## src/rtl/prio_irq_pkg.sv

```systemverilog
package prio_irq_pkg;
   localparam int unsigned LVL_W       = 4;
   localparam int unsigned PRIO_PER_REG = 4;
   localparam int unsigned MASK_PER_REG = 8;
   localparam logic [2:0]  WIN_PRIO  = 3'b000;
   localparam logic [2:0]  WIN_MSET  = 3'b010;
   localparam logic [2:0]  WIN_MCLR  = 3'b011;
   localparam logic [2:0]  WIN_UMASK = 3'b100;
   localparam logic [7:0]  UMASK_KEY = 8'hA5;
endpackage

```

## src/rtl/prio_irq_regs.sv

```systemverilog
module prio_irq_regs
   import prio_irq_pkg::*;
#(
   parameter int unsigned NUM_SRC = 8,
   parameter int unsigned ADDR_W  = 8
) (
   input  logic                          clk_i,
   input  logic                          rst_ni,
   input  logic [ADDR_W-1:0]             bus_addr_i,
   input  logic [31:0]                   bus_wdata_i,
   input  logic [3:0]                    bus_be_i,
   input  logic                          bus_we_i,
   output logic [31:0]                   bus_rdata_o,
   output logic [NUM_SRC-1:0][LVL_W-1:0] prio_o,
   output logic [NUM_SRC-1:0]            mask_o,
   output logic [LVL_W-1:0]              ulvl_o
);
   localparam int unsigned NUM_PREG = (NUM_SRC + PRIO_PER_REG - 1) / PRIO_PER_REG;
   localparam int unsigned NUM_MREG = (NUM_SRC + MASK_PER_REG - 1) / MASK_PER_REG;

   logic [NUM_SRC-1:0][LVL_W-1:0] prio_q;
   logic [NUM_SRC-1:0]            mask_q;
   logic [LVL_W-1:0]              ulvl_q;

   // Decoding of the address
   logic       hi_zero, aligned;
   logic [2:0] win;
   logic [2:0] idx;
   logic       hit_prio, hit_mset, hit_mclr, hit_umask;

   if (ADDR_W > 8) begin : g_hi
      assign hi_zero = (bus_addr_i[ADDR_W-1:8] == '0);
   end else begin : g_nohi
      assign hi_zero = 1'b1;
   end

   assign aligned   = (bus_addr_i[1:0] == 2'b00);
   assign win       = bus_addr_i[7:5];
   assign idx       = bus_addr_i[4:2];
   assign hit_prio  = hi_zero && aligned && (win == WIN_PRIO)  && (32'(idx) < NUM_PREG);
   assign hit_mset  = hi_zero && aligned && (win == WIN_MSET)  && (32'(idx) < NUM_MREG);
   assign hit_mclr  = hi_zero && aligned && (win == WIN_MCLR)  && (32'(idx) < NUM_MREG);
   assign hit_umask = hi_zero && aligned && (win == WIN_UMASK) && (idx == 3'd0);

   logic key_ok;
   assign key_ok = (bus_wdata_i[31:24] == UMASK_KEY) && bus_be_i[3] && bus_be_i[0];

   // One storage cell per source
   for (genvar i = 0; i < NUM_SRC; i++) begin : g_src
      localparam int unsigned PREG = i / PRIO_PER_REG;
      localparam int unsigned NIB  = i % PRIO_PER_REG;
      localparam int unsigned MREG = i / MASK_PER_REG;
      localparam int unsigned MBIT = i % MASK_PER_REG;

      always_ff @(posedge clk_i or negedge rst_ni) begin
         if (!rst_ni) begin
            prio_q[i] <= '0;
         end else if (bus_we_i && hit_prio && (32'(idx) == PREG) && bus_be_i[NIB/2]) begin
            prio_q[i] <= bus_wdata_i[LVL_W*NIB +: LVL_W];
         end
      end

      always_ff @(posedge clk_i or negedge rst_ni) begin
         if (!rst_ni) begin
            mask_q[i] <= 1'b1;
         end else if (bus_we_i && bus_be_i[0] && (32'(idx) == MREG) && bus_wdata_i[MBIT]) begin
            if (hit_mset) begin
               mask_q[i] <= 1'b1;
            end else if (hit_mclr) begin
               mask_q[i] <= 1'b0;
            end
         end
      end
   end

   always_ff @(posedge clk_i or negedge rst_ni) begin
      if (!rst_ni) begin
         ulvl_q <= '0;
      end else if (bus_we_i && hit_umask && key_ok) begin
         ulvl_q <= bus_wdata_i[7:4];
      end
   end

   // Read path
   logic [NUM_PREG-1:0][15:0] prio_rd;
   logic [NUM_MREG-1:0][7:0]  mask_rd;

   always_comb begin
      prio_rd = '0;
      mask_rd = '0;
      for (int i = 0; i < NUM_SRC; i++) begin
         prio_rd[i/PRIO_PER_REG][LVL_W*(i%PRIO_PER_REG) +: LVL_W] = prio_q[i];
         mask_rd[i/MASK_PER_REG][i%MASK_PER_REG]                 = mask_q[i];
      end
   end

   always_comb begin
      bus_rdata_o = '0;
      if (hit_prio) begin
         bus_rdata_o[15:0] = prio_rd[idx[$clog2(NUM_PREG+1)-1:0]];
      end else if (hit_mset) begin
         bus_rdata_o[7:0] = mask_rd[idx[$clog2(NUM_MREG+1)-1:0]];
      end else if (hit_umask) begin
         bus_rdata_o[7:4] = ulvl_q;
      end
   end

   logic unused_bits;
   assign unused_bits = ^{bus_wdata_i[23:16], bus_wdata_i[3:0], bus_be_i[2]};

   assign prio_o = prio_q;
   assign mask_o = mask_q;
   assign ulvl_o = ulvl_q;

   AST_MSET_BIT0: assert property (@(posedge clk_i) disable iff (!rst_ni)
      (bus_we_i && bus_be_i[0] && hit_mset && idx == 3'd0 && bus_wdata_i[0]) |=> mask_q[0]);
   AST_MCLR_BIT0: assert property (@(posedge clk_i) disable iff (!rst_ni)
      (bus_we_i && bus_be_i[0] && hit_mclr && idx == 3'd0 && bus_wdata_i[0]) |=> !mask_q[0]);
   AST_UMASK_KEYED: assert property (@(posedge clk_i) disable iff (!rst_ni)
      (bus_we_i && bus_wdata_i[31:24] != UMASK_KEY) |=> $stable(ulvl_q));
   AST_IDLE_BUS_STABLE: assert property (@(posedge clk_i) disable iff (!rst_ni)
      !bus_we_i |=> ($stable(mask_q) && $stable(prio_q) && $stable(ulvl_q)));
endmodule

```

## src/rtl/prio_irq_arb.sv

```systemverilog
module prio_irq_arb
   import prio_irq_pkg::*;
#(
   parameter int unsigned NUM_SRC = 8,
   parameter int unsigned SRC_W   = 3
) (
   input  logic [NUM_SRC-1:0]            req_i,
   input  logic [NUM_SRC-1:0]            mask_i,
   input  logic [NUM_SRC-1:0][LVL_W-1:0] prio_i,
   input  logic [LVL_W-1:0]              ulvl_i,
   output logic                          valid_o,
   output logic [LVL_W-1:0]              level_o,
   output logic [SRC_W-1:0]              src_o
);
   logic [NUM_SRC-1:0] elig;

   for (genvar i = 0; i < NUM_SRC; i++) begin : g_elig
      assign elig[i] = req_i[i] && !mask_i[i] && (prio_i[i] > ulvl_i);
   end

   // Strict comparison, scanning upward: on a tie the lower index is kept
   always_comb begin
      level_o = '0;
      src_o   = '0;
      for (int i = 0; i < NUM_SRC; i++) begin
         if (elig[i] && (prio_i[i] > level_o)) begin
            level_o = prio_i[i];
            src_o   = SRC_W'(i);
         end
      end
   end

   assign valid_o = |elig;
endmodule

```

## src/rtl/prio_irq_ctrl.sv

```systemverilog
module prio_irq_ctrl
   import prio_irq_pkg::*;
#(
   parameter int unsigned NUM_SRC = 8,
   parameter int unsigned ADDR_W  = 8,
   localparam int unsigned SRC_W  = (NUM_SRC > 1) ? $clog2(NUM_SRC) : 1
) (
   input  logic               clk_i,
   input  logic               rst_ni,
   input  logic [ADDR_W-1:0]  bus_addr_i,
   input  logic [31:0]        bus_wdata_i,
   input  logic [3:0]         bus_be_i,
   input  logic               bus_we_i,
   output logic [31:0]        bus_rdata_o,
   input  logic [NUM_SRC-1:0] irq_req_i,
   output logic               irq_valid_o,
   output logic [3:0]         irq_level_o,
   output logic [SRC_W-1:0]   irq_src_o
);
   if (NUM_SRC < 1 || NUM_SRC > 32) begin : g_bad_src
      $error("NUM_SRC must lie in 1..32");
   end
   if (ADDR_W < 8) begin : g_bad_addr
      $error("ADDR_W must be at least 8");
   end

   logic [NUM_SRC-1:0][LVL_W-1:0] prio;
   logic [NUM_SRC-1:0]            mask;
   logic [LVL_W-1:0]              ulvl;
   logic                          win_valid;
   logic [LVL_W-1:0]              win_level;
   logic [SRC_W-1:0]              win_src;

   prio_irq_regs #(.NUM_SRC(NUM_SRC), .ADDR_W(ADDR_W)) regs_i (
      .clk_i(clk_i), .rst_ni(rst_ni),
      .bus_addr_i(bus_addr_i), .bus_wdata_i(bus_wdata_i), .bus_be_i(bus_be_i),
      .bus_we_i(bus_we_i), .bus_rdata_o(bus_rdata_o),
      .prio_o(prio), .mask_o(mask), .ulvl_o(ulvl)
   );

   prio_irq_arb #(.NUM_SRC(NUM_SRC), .SRC_W(SRC_W)) arb_i (
      .req_i(irq_req_i), .mask_i(mask), .prio_i(prio), .ulvl_i(ulvl),
      .valid_o(win_valid), .level_o(win_level), .src_o(win_src)
   );

   always_ff @(posedge clk_i or negedge rst_ni) begin
      if (!rst_ni) begin
         irq_valid_o <= 1'b0;
         irq_level_o <= '0;
         irq_src_o   <= '0;
      end else begin
         irq_valid_o <= win_valid;
         irq_level_o <= win_level;
         irq_src_o   <= win_src;
      end
   end

   AST_VALID_NONZERO: assert property (@(posedge clk_i) disable iff (!rst_ni)
      irq_valid_o |-> (irq_level_o != '0));
   AST_ABOVE_THRESHOLD: assert property (@(posedge clk_i) disable iff (!rst_ni)
      ##1 irq_valid_o |-> (irq_level_o > $past(ulvl)));
   AST_IDLE_ZERO: assert property (@(posedge clk_i) disable iff (!rst_ni)
      !irq_valid_o |-> (irq_level_o == '0 && irq_src_o == '0));
   AST_NO_REQ_NO_VALID: assert property (@(posedge clk_i) disable iff (!rst_ni)
      (irq_req_i == '0) |=> !irq_valid_o);
endmodule

```

## config.mk

```make
export PLATFORM = sky130hd
export DESIGN_NAME = prio_irq_ctrl
export DESIGN_NICKNAME = d
export VERILOG_FILES = /design/src/rtl/prio_irq_pkg.sv /design/src/rtl/prio_irq_regs.sv /design/src/rtl/prio_irq_arb.sv /design/src/rtl/prio_irq_ctrl.sv
export SDC_FILE = /design/constraint.sdc
export NUM_CORES = 1
export LEC_CHECK = 0
export CAP_MARGIN = 40
export CORE_MARGIN = 3
export CORE_UTILIZATION = 50
export CTS_CLUSTER_DIAMETER = 50
export CTS_CLUSTER_SIZE = 14
export DETAILED_ROUTE_END_ITERATION = 8
export PLACE_DENSITY = 0.87
export REMOVE_ABC_BUFFERS = 1
export SETUP_SLACK_MARGIN = 0.02
export SLEW_MARGIN = 15
export SYNTH_ARGS = -nofsm -noshare
export SYNTH_HDL_FRONTEND = slang
export SYNTH_SLANG_ARGS = --single-unit
```

## constraint.sdc

```tcl
create_clock -name clk_i -period 13.2 [get_ports clk_i]
set_input_delay 1.98 -clock clk_i [delete_from_list [all_inputs] [get_ports clk_i]]
set_output_delay 1.98 -clock clk_i [all_outputs]
set_load 0.01 [all_outputs]
```

==> results.md, run 1 <==
- The flow ran to the end, and the final reports show no timing, DRC or antenna violations.
- The met2 usage is between 40% and 50%.
- The number of global-route vias before repair is between 4000 and 5000.
- For this run, the total global-route usage over all layers was measured as around a quarter.
- The total vias in the final route is 4595.
- The leakage component of the power is 2.767 nW.
- The relative max-transition margin is about 55%.
- In this run, CTS created clock tree buffers numbering 5.
- The CTS tree is built.
- For this design the total switching power over the nets is 0.09159 mW.
- Synthesis produced 488 cells.
- The most congested layer reported by global routing is met2.
- The delay contributed by the slowest stage of the critical path is 0.52 ns.
- The count of buffers added on input and output ports is slightly below 70.
- The maximum fanout count along the critical path is 6.
- The power share of the clock group is between 20% and 30%.
- The global-route track usage on met1 is 32.46%.
- Setup repair after global routing left no endpoint under its margin.
- Entering global routing, the biggest net connects 38 pins.
- In the layout the commonest cells are sky130_fd_sc_hd__clkdlybuf4s50_1, sky130_fd_sc_hd__buf_4, sky130_fd_sc_hd__dfrtp_1.
- The remaining design rule violation count is 0.
- At the worst endpoint, the arrival time is about 13 ns.
- In the post-route analysis, the smallest setup slack over all paths is 0.5824 ns.
- The detailed placer's ending HPWL is between 10000 and 15000 µm.
- Leaving out fill and tap cells, the most frequent cell in the layout is sky130_fd_sc_hd__clkdlybuf4s50_1.
- In this run, the number of DRC markers left after iteration 0 of detailed routing was between 200 and 300.
- The final layout contains routed wiring with a total length of 14580 µm.
- The initial core utilization is 52.24%.
- The count of final setup violators is 0.
- The number of buffers between clock root and the deepest sink is 2.
- After floorplanning, the core was sized to cover 8891 µm².
- The worst register-to-register path begins at regs_i.ulvl_o[1].
- The overall power is 0.3267 mW.
- Final hold analysis gives a worst-case slack of 0.5528 ns.
- The worst setup path is launched from an input pin.
- The worst hold path begins at regs_i.prio_o[16].
- The highest clock frequency the design can meet is 0.07925 GHz.
- The critical path is of the input pin to flop type.
- The number of nets still failing antenna checks after routing is 0.
- The global-route met3 utilization is around 3.8%.
- The sequential share of power is approximately half.
- The number of pins with negative max-slew slack in the final report is 0.
- The final weighted congestion in routability-driven placement is 0.8941.
- Summing every instance area after synthesis gives 4644 µm².
- The H-tree generated during clock tree synthesis spans 2 levels.
- The area growth from synthesis to layout is 33.94%.
- The count of endpoints failing hold in the final timing report is 0.
- The sort of element at the end of the critical path is a flop.
- After clock tree synthesis, the flow added hold-fix buffers numbering 0.
- The required time at the worst-slack endpoint is 13.43 ns.
- The slew at the pin closest to its max-slew limit is about 0.67 ns.
- Of the total power, combinational logic draws between 10% and 20%.
- In this run the worst setup path begins at irq_req_i[0].
- The power density over the cells is 52.51 nW/µm².
- The total iterations of the first detailed-routing run is 5.
- The share of the Yosys chip area taken by registers is 28.23%.
- In this run, synthesis produced a sequential element count of 52.
- The root cell of the clock tree is sky130_fd_sc_hd__clkbuf_8.
- The height of the chip is ~100 µm.
- The number of antenna violations at the first check in global routing is 0.
- The post-route fraction of the period consumed by the critical path is 95.59%.
- Clock-pin slew was measured on the worst setup and hold paths at ~0.1 ns.
- For the final database, setup skew stands at 0.005120 ns.
- The internal cell power is 0.2351 mW.
- The maximum VDD drop is roughly 0.062 mV.
- Yosys printed 0 warnings.
- The floorplan step defined a die boundary enclosing 10480 µm².
- In the final layout, the share of cells above drive strength 1 is 30.32%.
- The global-route wire length before repair is 21910 µm.
- The tree built by TritonCTS fans out to 52 sinks.
- The mean instance size in the synthesized netlist is 9.517 µm².
- The horizontal extent of the die is 102.4 µm.
- The count of boundary I/O pins is 95.
- The post-placement setup slack is -0.3731 ns.
- Of all flip-flops after synthesis, the portion carrying an async set or reset was 100.0%.
- Among all flip-flop cells after synthesis, the most frequent one is sky130_fd_sc_hd__dfrtp_1.
- After synthesis, the netlist uses a little over 60 different library cells.
- The final layout contains 730 nets.
- After detailed routing, the number of vias per cell comes to 6.312.
- For this design, the slowest cell found on the critical path is sky130_fd_sc_hd__or4_4.
- The antenna diode instance count is 0.
- The initialized floorplan defines 34 standard-cell rows.
- The average detailed-routed wire length per instance is 20.03 µm.
- Yosys mapped a number of flops with a built-in enable equal to 0.
- Max-cap violations in this run came to 0.
- Summed over all layers, the global routing overflow is 0.
- Clock latency on the worst-skew pair, taken at its later pin, is 0.31 ns.
- The type of the most critical hold path is flop to flop.
- The clock period could shrink to approximately 13 ns.
- In this run switching power makes up roughly 28% of total power.
## critical path, delay by kind of cell
family          cells  cell delay (ns)
simple gates       18             3.26
mux                 1             0.33
fa+ha+maj           7             1.51
buf+inv             9             0.93
compound gates     28             4.80
## per-stage QoR
stage | instances | utilization, % | cell area, µm² | setup TNS, ns
floorplan | 478 | - | 4539 | 0
global placement | 700 | 64.09 | 5698 | 0
detailed placement | 703 | 64.42 | 5728 | -2.176
CTS | 711 | 65.49 | 5823 | 0
global route | 728 | 69.97 | 6221 | 0
finish | 728 | 69.97 | 6221 | 0
## final cells by class
cell class / instances / area (µm²)
Inverter: 28 / 105.1
Timing Repair Buffer: 134 / 1206
Sequential cell: 52 / 1311
Clock buffer: 6 / 72.57
Tap cell: 108 / 135.1
Clock inverter: 2 / 13.76
Multi-Input combinational cell: 398 / 3377
Fill cell: 587 / 2670
## layer usage
metal | up-vias | wire length [µm]
met4 | 0 | 584
met1 | 2250 | 5761
met2 | 212 | 7348
li1 | 2077 | -
met3 | 56 | 889
met5 | - | 0
## timing repair
action	CTS	global route
pin swaps	0	35
setup buffers	0	17
gates resized for setup	2	62
setup endpoints to repair	6	7
endpoints found under the hold margin	0	0
## synth_stat cells, types with 3 or more instances
| library cell | instances | area (µm²) |
|---|---|---|
| sky130_fd_sc_hd__dfrtp_1 | 44 | 1101 |
| sky130_fd_sc_hd__dfstp_2 | 8 | 210.2 |
| sky130_fd_sc_hd__a31oi_1 | 10 | 62.56 |
| sky130_fd_sc_hd__nor2_1 | 23 | 86.33 |
| sky130_fd_sc_hd__nand4_1 | 14 | 87.58 |
| sky130_fd_sc_hd__a211o_1 | 3 | 26.28 |
| sky130_fd_sc_hd__o22ai_1 | 3 | 18.77 |
| sky130_fd_sc_hd__ha_1 | 56 | 700.7 |
| sky130_fd_sc_hd__inv_1 | 28 | 105.1 |
| sky130_fd_sc_hd__a221oi_1 | 4 | 35.03 |
| sky130_fd_sc_hd__nand2_1 | 28 | 105.1 |
| sky130_fd_sc_hd__nand3b_1 | 10 | 75.07 |
| sky130_fd_sc_hd__a31o_2 | 3 | 26.28 |
| sky130_fd_sc_hd__nor2b_1 | 12 | 75.07 |
| sky130_fd_sc_hd__clkbuf_1 | 6 | 22.52 |
| sky130_fd_sc_hd__nand2b_1 | 6 | 37.54 |
| sky130_fd_sc_hd__a41oi_1 | 4 | 35.03 |
| sky130_fd_sc_hd__and2_1 | 12 | 75.07 |
| sky130_fd_sc_hd__nand3_1 | 6 | 30.03 |
| sky130_fd_sc_hd__a21oi_1 | 24 | 120.1 |
| sky130_fd_sc_hd__a21o_1 | 11 | 82.58 |
| sky130_fd_sc_hd__o211ai_1 | 6 | 45.04 |
| sky130_fd_sc_hd__nor3_1 | 8 | 40.04 |
| sky130_fd_sc_hd__mux2i_1 | 18 | 180.2 |
| sky130_fd_sc_hd__a21oi_2 | 3 | 26.28 |
| sky130_fd_sc_hd__buf_4 | 18 | 135.1 |
| sky130_fd_sc_hd__o211a_1 | 3 | 30.03 |
| sky130_fd_sc_hd__mux2_1 | 3 | 33.78 |
| sky130_fd_sc_hd__mux2_2 | 42 | 473.0 |
| sky130_fd_sc_hd__o21ai_0 | 18 | 90.09 |
| sky130_fd_sc_hd__o2111ai_2 | 4 | 60.06 |
| sky130_fd_sc_hd__o21a_1 | 9 | 67.56 |
| sky130_fd_sc_hd__o21ai_1 | 3 | 15.01 |
## flip-flops by register name, indices dropped and copies added, names as in the netlist
signal / count
irq_level_o: 4
irq_src_o: 3
irq_valid_o: 1
regs_i.mask_o: 8
regs_i.prio_o: 32
regs_i.ulvl_o: 4
## power groups by stage
| stage | clock [mW] | sequential, mW | combinational [mW] |
|---|---|---|---|
| floorplan | 0 | 0.169 | 0.0257 |
| global placement | 0 | 0.169 | 0.0555 |
| detailed placement | 0 | 0.169 | 0.0594 |
| CTS | 0.0945 | 0.166 | 0.0601 |
| global route | 0.0984 | 0.167 | 0.0700 |
| finish | 0.0948 | 0.167 | 0.0649 |
## final timing paths
kind | end | slack [ns] | depth (start not counted)
min in group asynchronous | regs_i.prio_o[29] | 1.58 | 1
hold / removal | regs_i.prio_o[16] | 0.55 | 1
setup / recovery | irq_level_o[1] | 0.58 | 63
setup reg to reg | irq_level_o[1] | 1.02 | 66
max in group asynchronous | regs_i.mask_o[3] | 11.02 | 2
hold reg to reg | regs_i.prio_o[16] | 0.55 | 1
## cells by family (layout without fill, tap and decap cells)
group / after synthesis / after routing / share of synthesized area, %
flip-flops: 52 / 52 / 28.23
other: 1 / 16 / 0.08074
AO/OA/AOI/OAI: 124 / 124 / 19.59
buffers and inverters: 53 / 170 / 5.738
AND/OR/NAND/NOR: 139 / 139 / 16.49
adder cells (fa/ha/maj): 56 / 56 / 15.09
multiplexers: 63 / 63 / 14.79
(Power assumes the default switching activity.)
==> inputs of run 2 (changes only) <==
CELL_PAD_IN_SITES_DETAIL_PLACEMENT = 1   (was unset)
CELL_PAD_IN_SITES_GLOBAL_PLACEMENT = 1   (was unset)
CORE_UTILIZATION = 40   (was 50)
PLACE_DENSITY = 0.91   (was 0.87)
==> results.md, run 2 (synthesis results as in run 1) <==
- The via density per instance is 7.337 (+16%).
- The clock latency of the later-clocked register in the worst-skew pair is 0.31 ns (about the same).
- The largest net degree at the start of global routing is 35 (-7.9%).
- The number of flip-flops under the largest register name was 32 (unchanged).
- The clock tree skew after final layout was 0.004784 ns (-0.0003358 ns).
- The maximum fanout count along the critical path is 6 (unchanged).
- The number of nets in the layout is 743 (+1.8%).
- The number of pins with negative max-slew slack in the final report came to 0 (unchanged).
- The relative max-transition margin is 37.71% (-17 points).
- The share of final-layout standard cells stronger than drive strength 1 is 36.33% (+6.0 points).
- The post-placement setup slack was -0.8009 ns (-0.4278 ns).
- The required time at the worst-slack endpoint was 13.35 ns (-0.08 ns).
- The overall power was 0.4194 mW (+28%).
- The number of standard-cell rows in the floorplan is 38 (+12%).
- The final critical delay including setup and external delays is 13.99 ns (+1.368 ns).
- The remaining global-route overflow came to 0 (unchanged).
- The number of nets still failing antenna checks after routing is 0 (unchanged).
- The clock sink count is 52 (unchanged).
- The met3 routed wirelength is 3150 µm (+250%).
- The met2 wirelength from detailed routing came to 12590 µm (+71%).
- In this run the worst hold path is classified as flop to flop.
- The power density over the cells was 62.77 nW/µm² (+20%).
- The area of the die is 12940 µm² (+23%).
- The final weighted congestion in routability-driven placement is 0.9386 (+5.0%).
- The maximum VDD drop is 0.1198 mV (+92%).
- Leaving out fill and tap cells, the most frequent cell in the layout is sky130_fd_sc_hd__buf_4.
- The total buffers and inverters traversed by the critical path was 8 (-1).
- The overall routing resource usage was 33.46% (+7.0 points).
- The leakage component of the power is 2.917 nW (+5.4%).
- The final critical-path setup slack came to -0.7855 ns (-1.368 ns).
- The wire length on met1 was 9355 µm (+62%).
- The clock-pin slew on the worst setup and hold paths came to 0.08 ns (-0.02 ns).
- The delay contributed by the slowest stage of the critical path came to 0.52 ns (about the same).
- The average detailed-routed wire length per instance is 36.46 µm (+82%).
- The dominant delay contributor by cell family on the critical path is compound AO/OA/AOI/OAI gates.
- The count of final setup violators is 7 (+7).
- The root cell of the clock tree is sky130_fd_sc_hd__clkbuf_16.
- The total vias in the final route was 5679 (+24%).
- The run finished, with violations left.
- The post-route fraction of the period consumed by the critical path is 106.0% (+10 points).
- STA classifies the critical path startpoint as an input pin.
- The horizontal extent of the die came to 113.8 µm (+11%).
- The category of the critical setup timing path is input pin to flop.
- The number of buffers created by CTS came to 5 (unchanged).
- Setup repair after global routing could not meet its margin everywhere.
- The count of boundary I/O pins is 95 (unchanged).
- The total core area is 11080 µm² (+25%).
- The sort of element at the end of the critical path is a flop.
- The total of fill cells in the finished design is 1159 (+97%).
- The wire length after detailed routing is 28220 µm (+93%).
- The highest metal layer carrying signal wires in the routed design is met4.
- The tightest hold margin is 0.5771 ns (+0.02428 ns).
- The detailed placer's ending HPWL was 13320 µm (+23%).
- The remaining design rule violation count is 0 (unchanged).
- The number of buffer cells added on primary ports is 69 (unchanged).
- The number of antenna violations at the first check in global routing is 1 (+1).
- The number of DRC markers in iteration 0 is 740 (+170%).
- The number of buffers between clock root and the deepest sink is 2 (unchanged).
- The count of endpoints failing hold in the final timing report is 0 (unchanged).
- The height of the chip came to 113.8 µm (+11%).
- Compared with the post-synthesis result, the final layout area differs by 43.86%.
- The max capacitance violation total is 0 (unchanged).
- The signal arrival time at the worst endpoint is 14.14 ns (+1.29 ns).
- The global-route wire length before repair is 33220 µm (+52%).
- The highest clock frequency the design can meet came to 0.07150 GHz (-9.8%).
- The initial core utilization is 41.92% (-10 points).
- The final reports fail on setup timing.
- The total iterations of the first detailed-routing run is 7 (+2).
- The post-layout instance area was 6681 µm² (+7.4%).
- The deepest level of the CTS H-tree was 2 (unchanged).
- The slew at the pin closest to its max-slew limit is 0.9272 ns (+0.2560 ns).
- The number of global-route vias before repair is 5573 (+22%).
- The placement-stage cell area is 5723 µm² (about the same).
- The slowest stage of the critical path is the sky130_fd_sc_hd__or4_4 cell.
- The setup total negative slack is -3.296 ns (-3.296 ns).
- In the layout the commonest cells are sky130_fd_sc_hd__buf_4, sky130_fd_sc_hd__clkdlybuf4s50_1, sky130_fd_sc_hd__dfrtp_1.
- TritonCTS built the clock tree.
## run 2: routing by layer
metal  up-vias  track usage [%]
met1      2741            36.54
met3       262            5.623
met2       573            59.52
met4         0            21.71
li1       2103                -
met5         -                0
## run 2: final timing paths
check | start | to | slack, ns | cells past startpoint
max | irq_req_i[0] | irq_level_o[3] | -0.79 | 59
min | regs_i.prio_o[16] | regs_i.prio_o[16] | 0.58 | 1
max reg2reg | regs_i.ulvl_o[1] | irq_level_o[3] | -0.38 | 61
min reg2reg | regs_i.prio_o[16] | regs_i.prio_o[16] | 0.58 | 1
max in group asynchronous | rst_ni | regs_i.mask_o[5] | 10.89 | 2
min in group asynchronous | rst_ni | irq_level_o[1] | 1.65 | 1
## run 2: per-stage QoR
stage,utilization (%),instances
after floorplan,-,478
after global placement,51.39,726
after detailed placement,51.66,729
after CTS,55.58,756
after global routing,60.31,774
final,60.31,774
## run 2: worst register-to-register path: cells and delay by family (launching register included)
kind | cells | cell delay, ns
compound gates | 28 | 6.16
fa+ha+maj | 8 | 2.35
buf+inv | 8 | 1.46
flops | 1 | 0.42
simple gates | 17 | 3.04
## run 2: layout make-up
type | count | area, µm² | share of cell area, %
clock inverter | 3 | 46.29 | 0.6929
antenna | 1 | 2.502 | 0.03745
timing repair buffer | 147 | 1303 | 19.49
multi-input combinational | 398 | 3613 | 54.08
sequential | 52 | 1311 | 19.63
clock buffer | 5 | 125.1 | 1.873
inverter | 28 | 105.1 | 1.573
tap | 140 | 175.2 | 2.622
## run 2: report_power, final
group / switching [mW] / internal (mW)
logic: 0.0473 / 0.0400
clock network: 0.0727 / 0.0910
registers: 0.00574 / 0.163
total: 0.126 / 0.294
## run 2: repair_timing
| item | in CTS | in global routing |
|---|---|---|
| setup endpoints to repair | 7 | 7 |
| hold buffers | 0 | 0 |
| resized for setup | 31 | 80 |
| pin swaps | 17 | 44 |
| setup buffers | 19 | 17 |
| cloned | 0 | 0 |
